`config.mk`:
```
export PLATFORM = sky130hd
export DESIGN_NAME = audio_ser_tx
export DESIGN_NICKNAME = d
export VERILOG_FILES = /design/src/rtl/audio_ser_pkg.sv /design/src/rtl/audio_ser_edge.sv /design/src/rtl/audio_ser_hold.sv /design/src/rtl/audio_ser_shift.sv /design/src/rtl/audio_ser_tx.sv
export SDC_FILE = /design/constraint.sdc
export NUM_CORES = 1
export LEC_CHECK = 0
export BUFFER_PORTS_ARGS = -buffer_cell sky130_fd_sc_hd__buf_2
export CAP_MARGIN = 40
export CELL_PAD_IN_SITES_DETAIL_PLACEMENT = 1
export CELL_PAD_IN_SITES_GLOBAL_PLACEMENT = 1
export CORE_AREA = 10 10 121 123
export CTS_BUF_LIST = sky130_fd_sc_hd__clkbuf_2 sky130_fd_sc_hd__clkbuf_4 sky130_fd_sc_hd__clkbuf_8
export CTS_CLUSTER_DIAMETER = 200
export DETAILED_ROUTE_END_ITERATION = 10
export DIE_AREA = 0 0 131 133
export PLACE_DENSITY = 0.78
export SLEW_MARGIN = 5
export SYNTH_ARGS = -nofsm -noshare
export SYNTH_HDL_FRONTEND = slang
export SYNTH_SLANG_ARGS = --single-unit
```
`constraint.sdc`:
```
create_clock -name clk -period 1.5 [get_ports clk]
set_input_delay 0.075 -clock clk [delete_from_list [all_inputs] [get_ports clk]]
set_output_delay 0.075 -clock clk [all_outputs]
set_load 0.01 [all_outputs]
```
`src/rtl/audio_ser_pkg.sv`:
```
package audio_ser_pkg;
  localparam int SAMPLE_W = 24;

  typedef enum logic {
    FMT_MSBJ = 1'b0,
    FMT_I2S  = 1'b1
  } fmt_e;

  // Channel of the slot that begins at a frame-clock change.
  function automatic logic slot_is_left(logic lrck, fmt_e fmt);
    return (fmt == FMT_MSBJ) ? lrck : ~lrck;
  endfunction
endpackage

```
`src/rtl/audio_ser_edge.sv`:
```
module audio_ser_edge
  import audio_ser_pkg::*;
(
  input  logic clk,
  input  logic rst_n,
  input  logic pdn_n,
  input  logic fmt_i2s,
  input  logic sclk_i,
  input  logic lrck_i,
  output logic bit_fall,
  output logic slot_go,
  output logic left_go,
  output logic go_left
);
  logic sclk_q;
  logic lrck_last;
  logic primed;
  fmt_e fmt;

  assign fmt      = fmt_e'(fmt_i2s);
  assign bit_fall = pdn_n & sclk_q & ~sclk_i;
  assign go_left  = slot_is_left(lrck_i, fmt);
  assign slot_go  = bit_fall & primed & (lrck_i != lrck_last);
  assign left_go  = slot_go & go_left;

  always_ff @(posedge clk or negedge rst_n) begin
    if (!rst_n) begin
      sclk_q    <= 1'b0;
      lrck_last <= 1'b0;
      primed    <= 1'b0;
    end else begin
      sclk_q <= sclk_i;
      if (!pdn_n) begin
        primed <= 1'b0;
      end else if (bit_fall) begin
        lrck_last <= lrck_i;
        primed    <= 1'b1;
      end
    end
  end
endmodule

```
`src/rtl/audio_ser_hold.sv`:
```
module audio_ser_hold #(
  parameter int W = 24
) (
  input  logic         clk,
  input  logic         rst_n,
  input  logic         pdn_n,
  input  logic         s_valid,
  output logic         s_ready,
  input  logic [W-1:0] s_left,
  input  logic [W-1:0] s_right,
  input  logic         take,
  output logic [W-1:0] take_left,
  output logic [W-1:0] right_word
);
  logic         full;
  logic [W-1:0] hold_l;
  logic [W-1:0] hold_r;

  assign s_ready   = pdn_n & ~full;
  assign take_left = full ? hold_l : '0;

  always_ff @(posedge clk or negedge rst_n) begin
    if (!rst_n) begin
      full       <= 1'b0;
      hold_l     <= '0;
      hold_r     <= '0;
      right_word <= '0;
    end else if (!pdn_n) begin
      full       <= 1'b0;
      right_word <= '0;
    end else begin
      if (take) begin
        right_word <= full ? hold_r : '0;
        full       <= 1'b0;
      end
      if (s_valid && s_ready) begin
        full   <= 1'b1;
        hold_l <= s_left;
        hold_r <= s_right;
      end
    end
  end
endmodule

```
`src/rtl/audio_ser_shift.sv`:
```
module audio_ser_shift #(
  parameter int W = 24
) (
  input  logic         clk,
  input  logic         rst_n,
  input  logic         pdn_n,
  input  logic         fmt_i2s,
  input  logic         bit_fall,
  input  logic         slot_go,
  input  logic [W-1:0] load_word,
  output logic         sd_o
);
  localparam int MSB = W - 1;

  logic [W-1:0] sh;

  always_ff @(posedge clk or negedge rst_n) begin
    if (!rst_n) begin
      sh   <= '0;
      sd_o <= 1'b0;
    end else if (!pdn_n) begin
      sh   <= '0;
      sd_o <= 1'b0;
    end else if (slot_go) begin
      if (fmt_i2s) begin
        sd_o <= sh[MSB];
        sh   <= load_word;
      end else begin
        sd_o <= load_word[MSB];
        sh   <= {load_word[MSB-1:0], 1'b0};
      end
    end else if (bit_fall) begin
      sd_o <= sh[MSB];
      sh   <= {sh[MSB-1:0], 1'b0};
    end
  end
endmodule

```
`src/rtl/audio_ser_tx.sv`:
```
module audio_ser_tx
  import audio_ser_pkg::*;
#(
  parameter int W = SAMPLE_W
) (
  input  logic         clk,
  input  logic         rst_n,
  input  logic         pdn_n,
  input  logic         fmt_i2s,
  input  logic         sclk_i,
  input  logic         lrck_i,
  input  logic         s_valid,
  output logic         s_ready,
  input  logic [W-1:0] s_left,
  input  logic [W-1:0] s_right,
  output logic         sd_o
);
  logic         bit_fall;
  logic         slot_go;
  logic         left_go;
  logic         go_left;
  logic [W-1:0] take_left;
  logic [W-1:0] right_word;
  logic [W-1:0] load_word;

  audio_ser_edge u_edge (
    .clk      (clk),
    .rst_n    (rst_n),
    .pdn_n    (pdn_n),
    .fmt_i2s  (fmt_i2s),
    .sclk_i   (sclk_i),
    .lrck_i   (lrck_i),
    .bit_fall (bit_fall),
    .slot_go  (slot_go),
    .left_go  (left_go),
    .go_left  (go_left)
  );

  audio_ser_hold #(.W(W)) u_hold (
    .clk        (clk),
    .rst_n      (rst_n),
    .pdn_n      (pdn_n),
    .s_valid    (s_valid),
    .s_ready    (s_ready),
    .s_left     (s_left),
    .s_right    (s_right),
    .take       (left_go),
    .take_left  (take_left),
    .right_word (right_word)
  );

  assign load_word = go_left ? take_left : right_word;

  audio_ser_shift #(.W(W)) u_shift (
    .clk       (clk),
    .rst_n     (rst_n),
    .pdn_n     (pdn_n),
    .fmt_i2s   (fmt_i2s),
    .bit_fall  (bit_fall),
    .slot_go   (slot_go),
    .load_word (load_word),
    .sd_o      (sd_o)
  );
endmodule

```
==> results of run 1 <==
==> worst paths after layout <==
check | startpoint | end | slack (ps) | cells past startpoint
max in group asynchronous | rst_n | u_hold.hold_l[23]$_DFFE_PN0P_ | 750 | 3
min | lrck_i | u_edge.lrck_last$_DFFE_PN0P_ | 130 | 2
max | u_edge.primed$_DFFE_PN0P_ | u_hold.right_word[23]$_DFFE_PN0P_ | -130 | 6
min reg2reg | u_hold.hold_r[19]$_DFFE_PN0P_ | u_hold.hold_r[19]$_DFFE_PN0P_ | 520 | 1
max reg2reg | u_edge.primed$_DFFE_PN0P_ | u_hold.right_word[23]$_DFFE_PN0P_ | -130 | 6
min in group asynchronous | rst_n | u_hold.hold_r[1]$_DFFE_PN0P_ | 150 | 2
==> layout make-up <==
type	instances	share of cell area [%]
inverter	23	1.36
tap	172	3.38
timing repair buffer	143	18.6
clock inverter	3	0.708
clock buffer	13	2.52
sequential	101	39.7
multi-input combinational	290	33.7
==> cells in the mapped netlist (all sizes together) <==
cell type / number
dfrtp: 101
nand2: 78
mux2: 49
nand3: 49
a21boi: 26
inv: 23
mux2i: 22
nand4: 22
clkbuf: 21
a32oi: 17
buf: 15
nor3: 3
o21ai: 3
a211o: 2
a221o: 2
nor2: 2
nor2b: 2
xnor2: 2
a21oi: 1
a22oi: 1
nand2b: 1
nand4b: 1
o211ai: 1
o21a: 1
o2bb2ai: 1
o311ai: 1
or2: 1
or3: 1
xor2: 1
==> worst reg2reg max path: stages, from the launching register on <==
cell and delay [ps]:
dfrtp_1 360, nand4b_1 220, buf_4 220, or3_4 380, buf_12 170, nand2_1 110, a21boi_2 60
==> kinds of logic (layout without fill, tap and decap cells) <==
| family | after synthesis | in the layout | share of synthesized area, % |
|---|---|---|---|
| compound gates | 56 | 56 | 9.18 |
| buf+inv | 59 | 182 | 5.57 |
| xor+xnor | 3 | 3 | 0.859 |
| flops | 101 | 101 | 52.5 |
| mux | 71 | 71 | 16.1 |
| simple gates | 160 | 160 | 15.8 |
==> metal layers <==
metal	vias up	global-route usage [%]	wire length, um
met5	-	0	0
met4	0	5.38	289
met3	22	2.92	549
met2	101	29.8	7950
met1	2060	21.1	6370
li1	1823	-	-
==> per-stage QoR <==
| step | cells | total power, mW |
|---|---|---|
| floorplan | 450 | 3.74 |
| global placement | 666 | 4.05 |
| detailed placement | 666 | 4.11 |
| CTS | 740 | 6.03 |
| global route | 745 | 6.33 |
| finish | 745 | 6.10 |
==> flip-flops by register name, summed over array words and instances (netlist names) <==
name,cells
u_shift.sh,24
u_hold.right_word,24
u_hold.hold_r,24
u_hold.hold_l,24
u_hold.full,1
u_shift.sd_o,1
u_edge.primed,1
u_edge.sclk_q,1
u_edge.lrck_last,1
==> placed cells by master (no fill, tap or decap), types with 2 or more instances in the layout <==
master / netlist / final
clkbuf_8: 0 / 10
dlygate4sd3_1: 0 / 50
dfrtp_1: 101 / 101
buf_12: 0 / 5
clkinvlp_4: 0 / 2
nand2_1: 78 / 74
clkbuf_4: 0 / 3
nand3_1: 49 / 41
a32oi_1: 17 / 17
nand4_1: 22 / 22
buf_4: 2 / 19
a21boi_1: 20 / 17
nor3_4: 1 / 2
mux2i_1: 22 / 22
a211o_1: 2 / 2
buf_2: 7 / 55
a21boi_2: 0 / 9
nand3_2: 0 / 8
buf_8: 0 / 2
inv_1: 23 / 23
a221o_1: 2 / 2
mux2_2: 49 / 49
nand2_2: 0 / 4
o21ai_2: 0 / 2
buf_6: 4 / 12
==> power groups by stage <==
| stage | Combinational (mW) | Clock (mW) | Sequential, mW |
|---|---|---|---|
| after CTS | 0.992 | 1.84 | 3.20 |
| after global placement | 0.813 | 0 | 3.24 |
| final | 1.03 | 1.84 | 3.22 |
| after global routing | 1.12 | 1.95 | 3.25 |
| after detailed placement | 0.857 | 0 | 3.25 |
| after floorplan | 0.562 | 0 | 3.18 |
==> timing repair <==
| action | 4_1_cts | 5_1_grt |
|---|---|---|
| endpoints found under the hold margin | 131 | 1 |
| cloned | 1 | 2 |
| pin swaps | 13 | 28 |
| endpoints found under the setup margin | 48 | 50 |
| hold buffers | 49 | 1 |
| gates resized for setup | 19 | 41 |
| buffers inserted | 8 | 4 |
==> flow_metrics.env, run 1 <==
export IMPL_status="finished with violations"
export IMPL_violations="negative setup slack"
export IMPL_critical_path_max_fanout=24
export IMPL_max_cap_violations=0
export IMPL_avgSynthCellArea_um2=10.7
export IMPL_rows=41
export IMPL_critical_path_buf_inv_count=2
export IMPL_path_clk_slew_ps=100
export IMPL_hold_violations=0
export IMPL_swShare_pct=27.3
export IMPL_ant_nets=0
export IMPL_arrival_ps=1890
export IMPL_worstPathRequired_ps=1760
export IMPL_startpoint_type="register"
export IMPL_fin_util_pct=51.5
export IMPL_synth_area_leaders="dfrtp_1, mux2_2, nand2_1, nand3_1, mux2i_1"
export IMPL_fin_crit_sh_pct=109
export IMPL_synth_cell_types=35
export IMPL_ys_warn_count=0
export IMPL_htreeDepth=3
export IMPL_multi_input_comb_area_mm2=0.00215
export IMPL_grt_first_pass_wirelength_um=23900
export IMPL_p_comb_share_pct=17.0
export IMPL_post_route_drc_count=0
export IMPL_routedWlPerCell_um=20.3
export IMPL_tritoncts="done"
export IMPL_syn_cell_area_mm2=0.00481
export IMPL_grt_pass1_vias=4465
export IMPL_finalClockSkew_ps=13.9
export IMPL_place_hpwl_um=8810
export IMPL_drt_iter0_markers=269
export IMPL_insertion_delay_ps=370
export IMPL_holdWs_ps=134
export IMPL_nets=623
export IMPL_vias=4006
export IMPL_clock_root_buffer="clkbuf_8"
export IMPL_slowest_stage="or3_4"
export IMPL_synth_top_area_share_pct=52.5
export IMPL_grt_util_all_layers_pct=17.2
export IMPL_dr_pass1_iters=4
export IMPL_cts_buffers=9
export IMPL_fmax_mhz=613
export IMPL_dieArea_mm2=0.0174
export IMPL_core_mm2=0.0124
export IMPL_viasPerCell=5.38
export IMPL_port_buffers=56
export IMPL_switching_power_mw=1.66
export IMPL_powerDensity_mw_per_mm2=957
export IMPL_crit_path_max_incr_delay_ps=380
export IMPL_peakVddDrop_mv=0.499
export IMPL_syn2layout_area_growth_pct=32.4
export IMPL_gp_congestion=0.869
export IMPL_register_area_mm2=0.00253
export IMPL_internal_power_mw=4.43
export IMPL_chipHeight_um=133
export IMPL_diodes=0
export IMPL_syn_num_nets=505
export IMPL_finalWorstSetupSlack_ps=-131
export IMPL_antenna_found_initial=0
export IMPL_period_needed_ps=1630
export IMPL_rsz0062_at_grt="true"
export IMPL_placed_area_mm2=0.00539
export IMPL_worst_pin_slew_ps=642
export IMPL_io_pins=57
export IMPL_fin_setup_tns_ps=-3330
export IMPL_yosysTopAreaCell="dfrtp_1"
export IMPL_leakage_nw=2.76
export IMPL_clockPowerShare_pct=30.2
export IMPL_final_fill_count=1335
export IMPL_pwr_share_seq_pct=52.8
export IMPL_hp_class="in2reg"
export IMPL_worstPathCellList="nand4b_1 > buf_4 > or3_4 > buf_12 > nand2_1 > a21boi_2"
export IMPL_clock_sinks=101
export IMPL_crit_type="reg2reg"
export IMPL_place_ws_ps=-154
export IMPL_gr_total_overflow=0
export IMPL_path_delay_family="simple AND/OR/NAND/NOR gates"
export IMPL_drive_gt1_share_pct=33.3
export IMPL_postLayoutCellArea_mm2=0.00637
export IMPL_ys_ff_latch=101
export IMPL_end_kind="register"
export IMPL_setup_viol=46
export IMPL_grt_max_degree=50
export IMPL_slew_headroom_pct=56.9
export IMPL_initial_core_util_pct=38.9
export IMPL_slew_viol_final=0
export IMPL_ys_seq_area_share_pct=52.5
export IMPL_cts_buffer_depth=2
export IMPL_synthCells=450
export IMPL_finalWirelength_um=15200
export IMPL_die_x_um=131
Power figures use the tool's default switching activity.
==> run 2, diff against run 1 <==
--- a/config.mk
+++ b/config.mk
@@ -5,16 +5,17 @@
 export SDC_FILE = /design/constraint.sdc
 export NUM_CORES = 1
 export LEC_CHECK = 0
+export ABC_AREA = 1
 export BUFFER_PORTS_ARGS = -buffer_cell sky130_fd_sc_hd__buf_2
 export CAP_MARGIN = 40
 export CELL_PAD_IN_SITES_DETAIL_PLACEMENT = 1
 export CELL_PAD_IN_SITES_GLOBAL_PLACEMENT = 1
-export CORE_AREA = 10 10 121 123
+export CORE_AREA = 10 10 122 124
 export CTS_BUF_LIST = sky130_fd_sc_hd__clkbuf_2 sky130_fd_sc_hd__clkbuf_4 sky130_fd_sc_hd__clkbuf_8
 export CTS_CLUSTER_DIAMETER = 200
 export DETAILED_ROUTE_END_ITERATION = 10
-export DIE_AREA = 0 0 131 133
-export PLACE_DENSITY = 0.78
+export DIE_AREA = 0 0 132 134
+export PLACE_DENSITY = 0.8
 export SLEW_MARGIN = 5
 export SYNTH_ARGS = -nofsm -noshare
 export SYNTH_HDL_FRONTEND = slang
==> run 2 against run 1 <==
  * The flow still finishes with violations (negative setup slack)
  * Synthesized cell count increased by 24%
  * First-iteration DRC count increased by 29%
  * Global-route usage grew 0.85 points
  * Clock skew shrank 3.7 ps
  * Clock-buffer cell count is 2 lower
  * Sequential share of layout area is 0.26 points higher
  * Area after synthesis grew 1.4%
  * Cell area is 0.61% lower
  * Via count rose by 14%
  * Largest power group unchanged
  * Highest routed layer unchanged
==> flow_metrics.env, run 2 <==
export IMPL_syn_cell_area_mm2=0.00488
export IMPL_synth_edff_count=0
export IMPL_r2r_start="u_edge.lrck_last$_DFFE_PN0P_"
export IMPL_nets=728
export IMPL_grt_pass1_vias=4895
export IMPL_synth_commonest_cells="nand2_1, nand3_1, dfrtp_1"
export IMPL_ys_ff_latch=101
export IMPL_slowest_stage="dfrtp_2"
export IMPL_dp_cells=777
export IMPL_leakage_nw=3.12
export IMPL_clock_sinks=101
export IMPL_ff2ff_path_depth=9
export IMPL_core_mm2=0.0125
export IMPL_synthAdderAreaFrac_pct=0
export IMPL_gr_total_overflow=0
export IMPL_synth_xor_area_share_pct=0
export IMPL_ys_flop_type="dfrtp_1"
export IMPL_worstPathCellList="inv_1 > nand2_1 > nand2_1 > nor2_4 > buf_12 > nand2_4 > nand2_2 > buf_6 > o21ai_0"
export IMPL_worst_pin_slew_ps=509
export IMPL_cpMostUsedCell="nand2_1"
export IMPL_final_fill_count=1422
export IMPL_r2r_end="u_hold.right_word[17]$_DFFE_PN0P_"
export IMPL_synthSimpleGateAreaFrac_pct=30.6
export IMPL_power_mw=6.22
export IMPL_htreeDepth=3
export IMPL_fin_setup_tns_ps=-84.5
export IMPL_synth_area_leaders="dfrtp_1, nand2_1, nand3_1, mux2_2, mux2_1"
export IMPL_ys_warn_count=0
export IMPL_slew_headroom_pct=66.1
export IMPL_antenna_found_initial=0
export IMPL_synth_cell_types=23
export IMPL_hp_class="in2reg"
export IMPL_fin_crit_sh_pct=102
export IMPL_syn2layout_area_growth_pct=29.7
export IMPL_finalWirelength_um=17400
export IMPL_cts_buffers=9
export IMPL_worstPathRequired_ps=1780
export IMPL_dr_pass1_iters=5
export IMPL_layout_common_cells="nand2_1, nand3_1, dfrtp_1, buf_2, dlygate4sd3_1"
export IMPL_fmax_mhz=656
export IMPL_min_to="u_edge.primed$_DFFE_PN0P_"
export IMPL_synth_top_family_by_area="simple AND/OR/NAND/NOR gates"
export IMPL_grt_max_degree=49
export IMPL_post_route_drc_count=0
export IMPL_crit_path_max_incr_delay_ps=460
export IMPL_chipHeight_um=134
export IMPL_slew_viol_final=0
export IMPL_ant_nets=0
export IMPL_place_hpwl_um=10300
export IMPL_routedWlPerCell_um=20.5
export IMPL_grt_util_all_layers_pct=18.1
export IMPL_hold_path_depth=3
export IMPL_violations="negative setup slack"
export IMPL_peakVddDrop_mv=0.768
export IMPL_dieArea_mm2=0.0177
export IMPL_drt_iter0_markers=348
export IMPL_synth_compound_area_share_pct=1.56
export IMPL_syn_num_nets=615
export IMPL_yosysTopAreaCell="dfrtp_1"
export IMPL_arrival_ps=1810
export IMPL_final_instance_count_excl_fill=850
export IMPL_register_area_mm2=0.00253
export IMPL_period_needed_ps=1520
export IMPL_powerDensity_mw_per_mm2=982
export IMPL_vias=4555
export IMPL_multi_input_comb_area_mm2=0.00215
export IMPL_rrSetupSlack_ps=-20
export IMPL_end_kind="register"
export IMPL_avgSynthCellArea_um2=8.71
export IMPL_clock_root_buffer="clkbuf_8"
export IMPL_diodes=0
export IMPL_startpoint_type="register"
export IMPL_path_clk_slew_ps=100
export IMPL_finalWorstSetupSlack_ps=-24.3
export IMPL_rows=41
export IMPL_critical_path_max_fanout=9
export IMPL_die_x_um=132
export IMPL_hold_violations=0
export IMPL_setup_viol=6
export IMPL_drive_gt1_share_pct=23.2
export IMPL_final_common_cell="nand2_1"
export IMPL_port_buffers=56
export IMPL_cts_buffer_depth=2
export IMPL_synthCells=560
export IMPL_status="finished with violations"
export IMPL_initial_core_util_pct=39.1
export IMPL_finalClockSkew_ps=10.2
export IMPL_tritoncts="done"
export IMPL_grt_first_pass_wirelength_um=25800
export IMPL_worstHoldStart="pdn_n"
export IMPL_gp_congestion=0.863
export IMPL_ys_seq_area_share_pct=51.8
export IMPL_crit_type="reg2reg"
export IMPL_synth_mux_area_share_pct=11.1
export IMPL_io_pins=57
export IMPL_synthArstFlopShare_pct=100
export IMPL_max_cap_violations=0
export IMPL_synth_top_area_share_pct=51.8
export IMPL_post_synth_top_count_cell="nand2_1"
export IMPL_insertion_delay_ps=380
export IMPL_viasPerCell=5.36
## run 2: logic make-up after synthesis
kind of cell           Yosys count
DFF                            101
AOI/OAI and AO/OA               15
buffers and inverters           56
and+or+nand+nor                340
muxes                           48
## run 2: area by class of cell
type                    instances  share of cell area [%]
multi-input cells             404                    34.0
clock buffers                  11                    2.29
flip-flops and latches        101                    40.0
repair buffers                132                    17.9
clock inverters                 5                   0.929
inverters                      25                    1.52
well taps                     172                    3.40
## run 2: worst max-delay path by stage
stage	start	slack (ps)	endpoint	cells after the start
2_1_floorplan	u_hold.full$_DFFE_PN0P_	0.6	u_hold.hold_r[10]$_DFFE_PN0P_	6
3_3_place_gp	u_edge.lrck_last$_DFFE_PN0P_	130	u_shift.sh[11]$_DFFE_PN0P_	8
3_5_place_dp	u_edge.lrck_last$_DFFE_PN0P_	60	u_shift.sh[12]$_DFFE_PN0P_	8
4_1_cts	sclk_i	50	u_hold.right_word[17]$_DFFE_PN0P_	9
5_1_grt	u_edge.lrck_last$_DFFE_PN0P_	-90	u_hold.right_word[22]$_DFFE_PN0P_	9
6_report	u_edge.lrck_last$_DFFE_PN0P_	-20	u_hold.right_word[17]$_DFFE_PN0P_	9
## run 2: metrics by stage
step | setup slack (ps) | cell area, um2 | utilization, % | hold WS [ps]
6_report | -24.3 | 6330 | 50.8 | 75.6
5_1_grt | -88.6 | 6330 | 50.8 | 97.5
4_1_cts | 48.5 | 6180 | 49.6 | 25.4
3_5_place_dp | 64.5 | 5470 | 43.9 | 71.1
3_3_place_gp | 131 | 5470 | 43.9 | 58.8
2_1_floorplan | 0.642 | 4880 | - | -221
## run 2: worst max-delay path, delay by kind of cell (launching register included)
family,cells,cell delay (ps)
AO/OA/AOI/OAI,1,220
buffers and inverters,3,360
flip-flops,1,460
AND/OR/NAND/NOR,5,370
## run 2: report_power, final
group | internal (mW) | total (mW) | leakage, nW | switching (mW)
Sequential | 3.04 | 3.26 | 1.29 | 0.222
Clock | 0.839 | 1.83 | 0.0994 | 0.990
Combinational | 0.527 | 1.12 | 1.72 | 0.595
## run 2: layer usage
layer / share of wire [%] / track usage, % / vias to the layer above
met5: 0 / 0 / -
met4: 3.5 / 7.79 / 0
met3: 4.7 / 3.21 / 50
met2: 53 / 32.8 / 156
met1: 39 / 20.4 / 2299
li1: - / - / 2050
## run 2: what timing repair did
action | in CTS | in global routing
hold buffers | 51 | 0
setup buffers | 0 | 2
gates resized for setup | 0 | 23
endpoints found under the setup margin | 0 | 50
endpoints found under the hold margin | 77 | 0
==> run 3, diff against run 2 <==
==> constraint.sdc (replaced) <==
create_clock -name clk -period 1.3 [get_ports clk]
set_input_delay 0.065 -clock clk [delete_from_list [all_inputs] [get_ports clk]]
set_output_delay 0.065 -clock clk [all_outputs]
set_load 0.01 [all_outputs]
==> run 3 against run 2 <==
  * The run still ends with negative setup slack left
  * Clock power grew 39%
  * Combinational power grew 41%
  * Utilization grew 5.8 points
  * Sequential power grew 16%
  * Via count grew 6.4%
  * Sequential share of layout area shrank 4.1 points
  * Non-clock buffer count grew 17
  * Power grew 27%
  * Wire length grew 17%
  * Clock-buffer cell count is the same
  * Register-to-register slack lost 250 ps
  * Largest power group unchanged
==> flow_metrics.env, run 3 (same netlist as run 2, synthesis figures left out) <==
export IMPL_final_instance_count_excl_fill=867
export IMPL_crit_type="reg2reg"
export IMPL_slowest_stage="dfrtp_2"
export IMPL_r2r_end="u_shift.sh[21]$_DFFE_PN0P_"
export IMPL_period_needed_ps=1570
export IMPL_viasPerCell=5.59
export IMPL_finalClockSkew_ps=14.1
export IMPL_dp_cells=785
export IMPL_critical_path_max_fanout=6
export IMPL_gp_congestion=0.857
export IMPL_grt_first_pass_wirelength_um=29300
export IMPL_tritoncts="done"
export IMPL_nets=745
export IMPL_dr_pass1_iters=5
export IMPL_place_hpwl_um=10100
export IMPL_fmax_mhz=637
export IMPL_finalWorstSetupSlack_ps=-271
export IMPL_crit_path_end="u_shift.sh[21]$_DFFE_PN0P_"
export IMPL_arrival_ps=1870
export IMPL_die_x_um=132
export IMPL_port_buffers=56
export IMPL_place_ws_ps=-137
export IMPL_drt_iter0_markers=380
export IMPL_vias=4845
export IMPL_slew_headroom_pct=60.6
export IMPL_startpoint_type="register"
export IMPL_ff2ff_path_depth=9
export IMPL_violations="negative setup slack"
export IMPL_leakage_nw=3.38
export IMPL_cts_buffers=9
export IMPL_ant_nets=0
export IMPL_cpMostUsedCell="nand2_2"
export IMPL_grt_pass1_vias=5240
export IMPL_rrSetupSlack_ps=-270
export IMPL_peakVddDrop_mv=0.817
export IMPL_path_delay_family="simple AND/OR/NAND/NOR gates"
export IMPL_status="finished with violations"
export IMPL_grt_util_all_layers_pct=21.1
export IMPL_chipHeight_um=134
export IMPL_slew_viol_final=0
export IMPL_worst_pin_slew_ps=590
export IMPL_initial_core_util_pct=39.1
export IMPL_grt_max_degree=102
export IMPL_layout_common_cells="nand2_1, dfrtp_1, nand3_1, buf_2, dlygate4sd3_1"
export IMPL_drive_gt1_share_pct=36.5
export IMPL_core_mm2=0.0125
export IMPL_finalWirelength_um=20400
export IMPL_gr_total_overflow=0
export IMPL_r2r_start="u_edge.lrck_last$_DFFE_PN0P_"
export IMPL_final_fill_count=1357
export IMPL_syn2layout_area_growth_pct=44.6
export IMPL_final_common_cell="nand2_1"
export IMPL_path_clk_slew_ps=110
export IMPL_htreeDepth=3
export IMPL_clock_root_buffer="clkbuf_8"
export IMPL_cts_buffer_depth=2
export IMPL_worstPathRequired_ps=1600
export IMPL_end_kind="register"
export IMPL_fin_crit_sh_pct=121
export IMPL_antenna_found_initial=1
export IMPL_worst_path_stages=9
export IMPL_post_route_drc_count=0
export IMPL_rsz0062_at_grt="true"
export IMPL_powerDensity_mw_per_mm2=1120
export IMPL_clock_sinks=101
export IMPL_setup_viol=81
export IMPL_critical_path_buf_inv_count=3
export IMPL_startpoint="u_edge.lrck_last$_DFFE_PN0P_"
export IMPL_insertion_delay_ps=400
export IMPL_routedWlPerCell_um=23.5
export IMPL_crit_path_max_incr_delay_ps=450
export IMPL_io_pins=57
export IMPL_worstPathCellList="inv_2 > nand2_2 > nand2_2 > nor2_4 > buf_6 > clkbuf_16 > nand3_1 > nand3_2 > nand2_1"
export IMPL_rows=41
export IMPL_hp_class="in2reg"
export IMPL_dieArea_mm2=0.0177
export IMPL_max_cap_violations=0
export IMPL_hold_violations=0
[run 3: cell count changes in the layout (fill, tap and decap cells not counted), moves of 13 or more]
cell     change
nand3_1     -46
nand3_2     +37
nand2_1     -16
nand2_2     +13
[run 3: worst min-delay path by stage]
stage                                            end  slack [ps]  start  depth (start not counted)
global placement        u_hold.hold_r[8]$_DFFE_PN0P_         170  rst_n                          2
floorplan               u_edge.lrck_last$_DFFE_PN0P_        -230  rst_n                          0
detailed placement  u_hold.right_word[8]$_DFFE_PN0P_         180  rst_n                          2
global route               u_edge.primed$_DFFE_PN0P_         110  pdn_n                          3
finish                     u_edge.primed$_DFFE_PN0P_         130  pdn_n                          3
CTS                        u_edge.primed$_DFFE_PN0P_          50  pdn_n                          3
[run 3: where the power goes]
part           internal (mW)  total [mW]  leakage [nW]  switching [mW]
Combinational          0.751        1.58          1.96           0.827
Clock                   1.37        2.54         0.125            1.17
Sequential              3.51        3.77          1.29           0.263
Total                   5.63        7.89          3.38            2.26
[run 3: cell type report]
type	count	area [um2]	share of cell area (%)
Clock buffer	11	151	2.15
Antenna cell	1	2.50	0.0355
Inverter	25	97.6	1.38
Sequential cell	101	2530	35.9
Tap cell	172	215	3.05
Multi-Input combinational cell	404	2570	36.4
Clock inverter	4	95.1	1.35
Timing Repair Buffer	149	1390	19.7
[run 3: routing by layer]
layer / vias to the layer above / part of all wire [%] / track usage (%)
li1: 2086 / - / -
met1: 2425 / 37 / 22.9
met2: 250 / 51 / 37.2
met3: 84 / 5.8 / 4.52
met4: 0 / 6.1 / 12.4
met5: - / 0 / 0
[run 3: worst reg2reg max path: cells and delay by family, from the launching register on]
| kind | cells | cell delay, ps |
|---|---|---|
| buffers and inverters | 3 | 380 |
| flip-flops | 1 | 450 |
| AND/OR/NAND/NOR | 6 | 630 |
[run 3: timing repair]
action / CTS / global route
endpoints found under the setup margin: 92 / 93
cloned: 6 / 2
hold buffers: 50 / 0
pin swaps: 3 / 20
buffers inserted: 8 / 1
resized for setup: 55 / 71
endpoints found under the hold margin: 150 / 0
[run 3: through the flow]
step | setup TNS (ps) | cell area [um2] | hold WS [ps] | total power, mW | utilization [%]
floorplan | -738 | 4910 | -231 | 4.41 | -
global placement | -700 | 5550 | 173 | 4.81 | 44.5
detailed placement | -5590 | 5550 | 178 | 4.90 | 44.5
CTS | -1590 | 6670 | 49.8 | 7.64 | 53.5
global route | -11580 | 7060 | 112 | 8.15 | 56.6
finish | -8620 | 7060 | 128 | 7.89 | 56.6
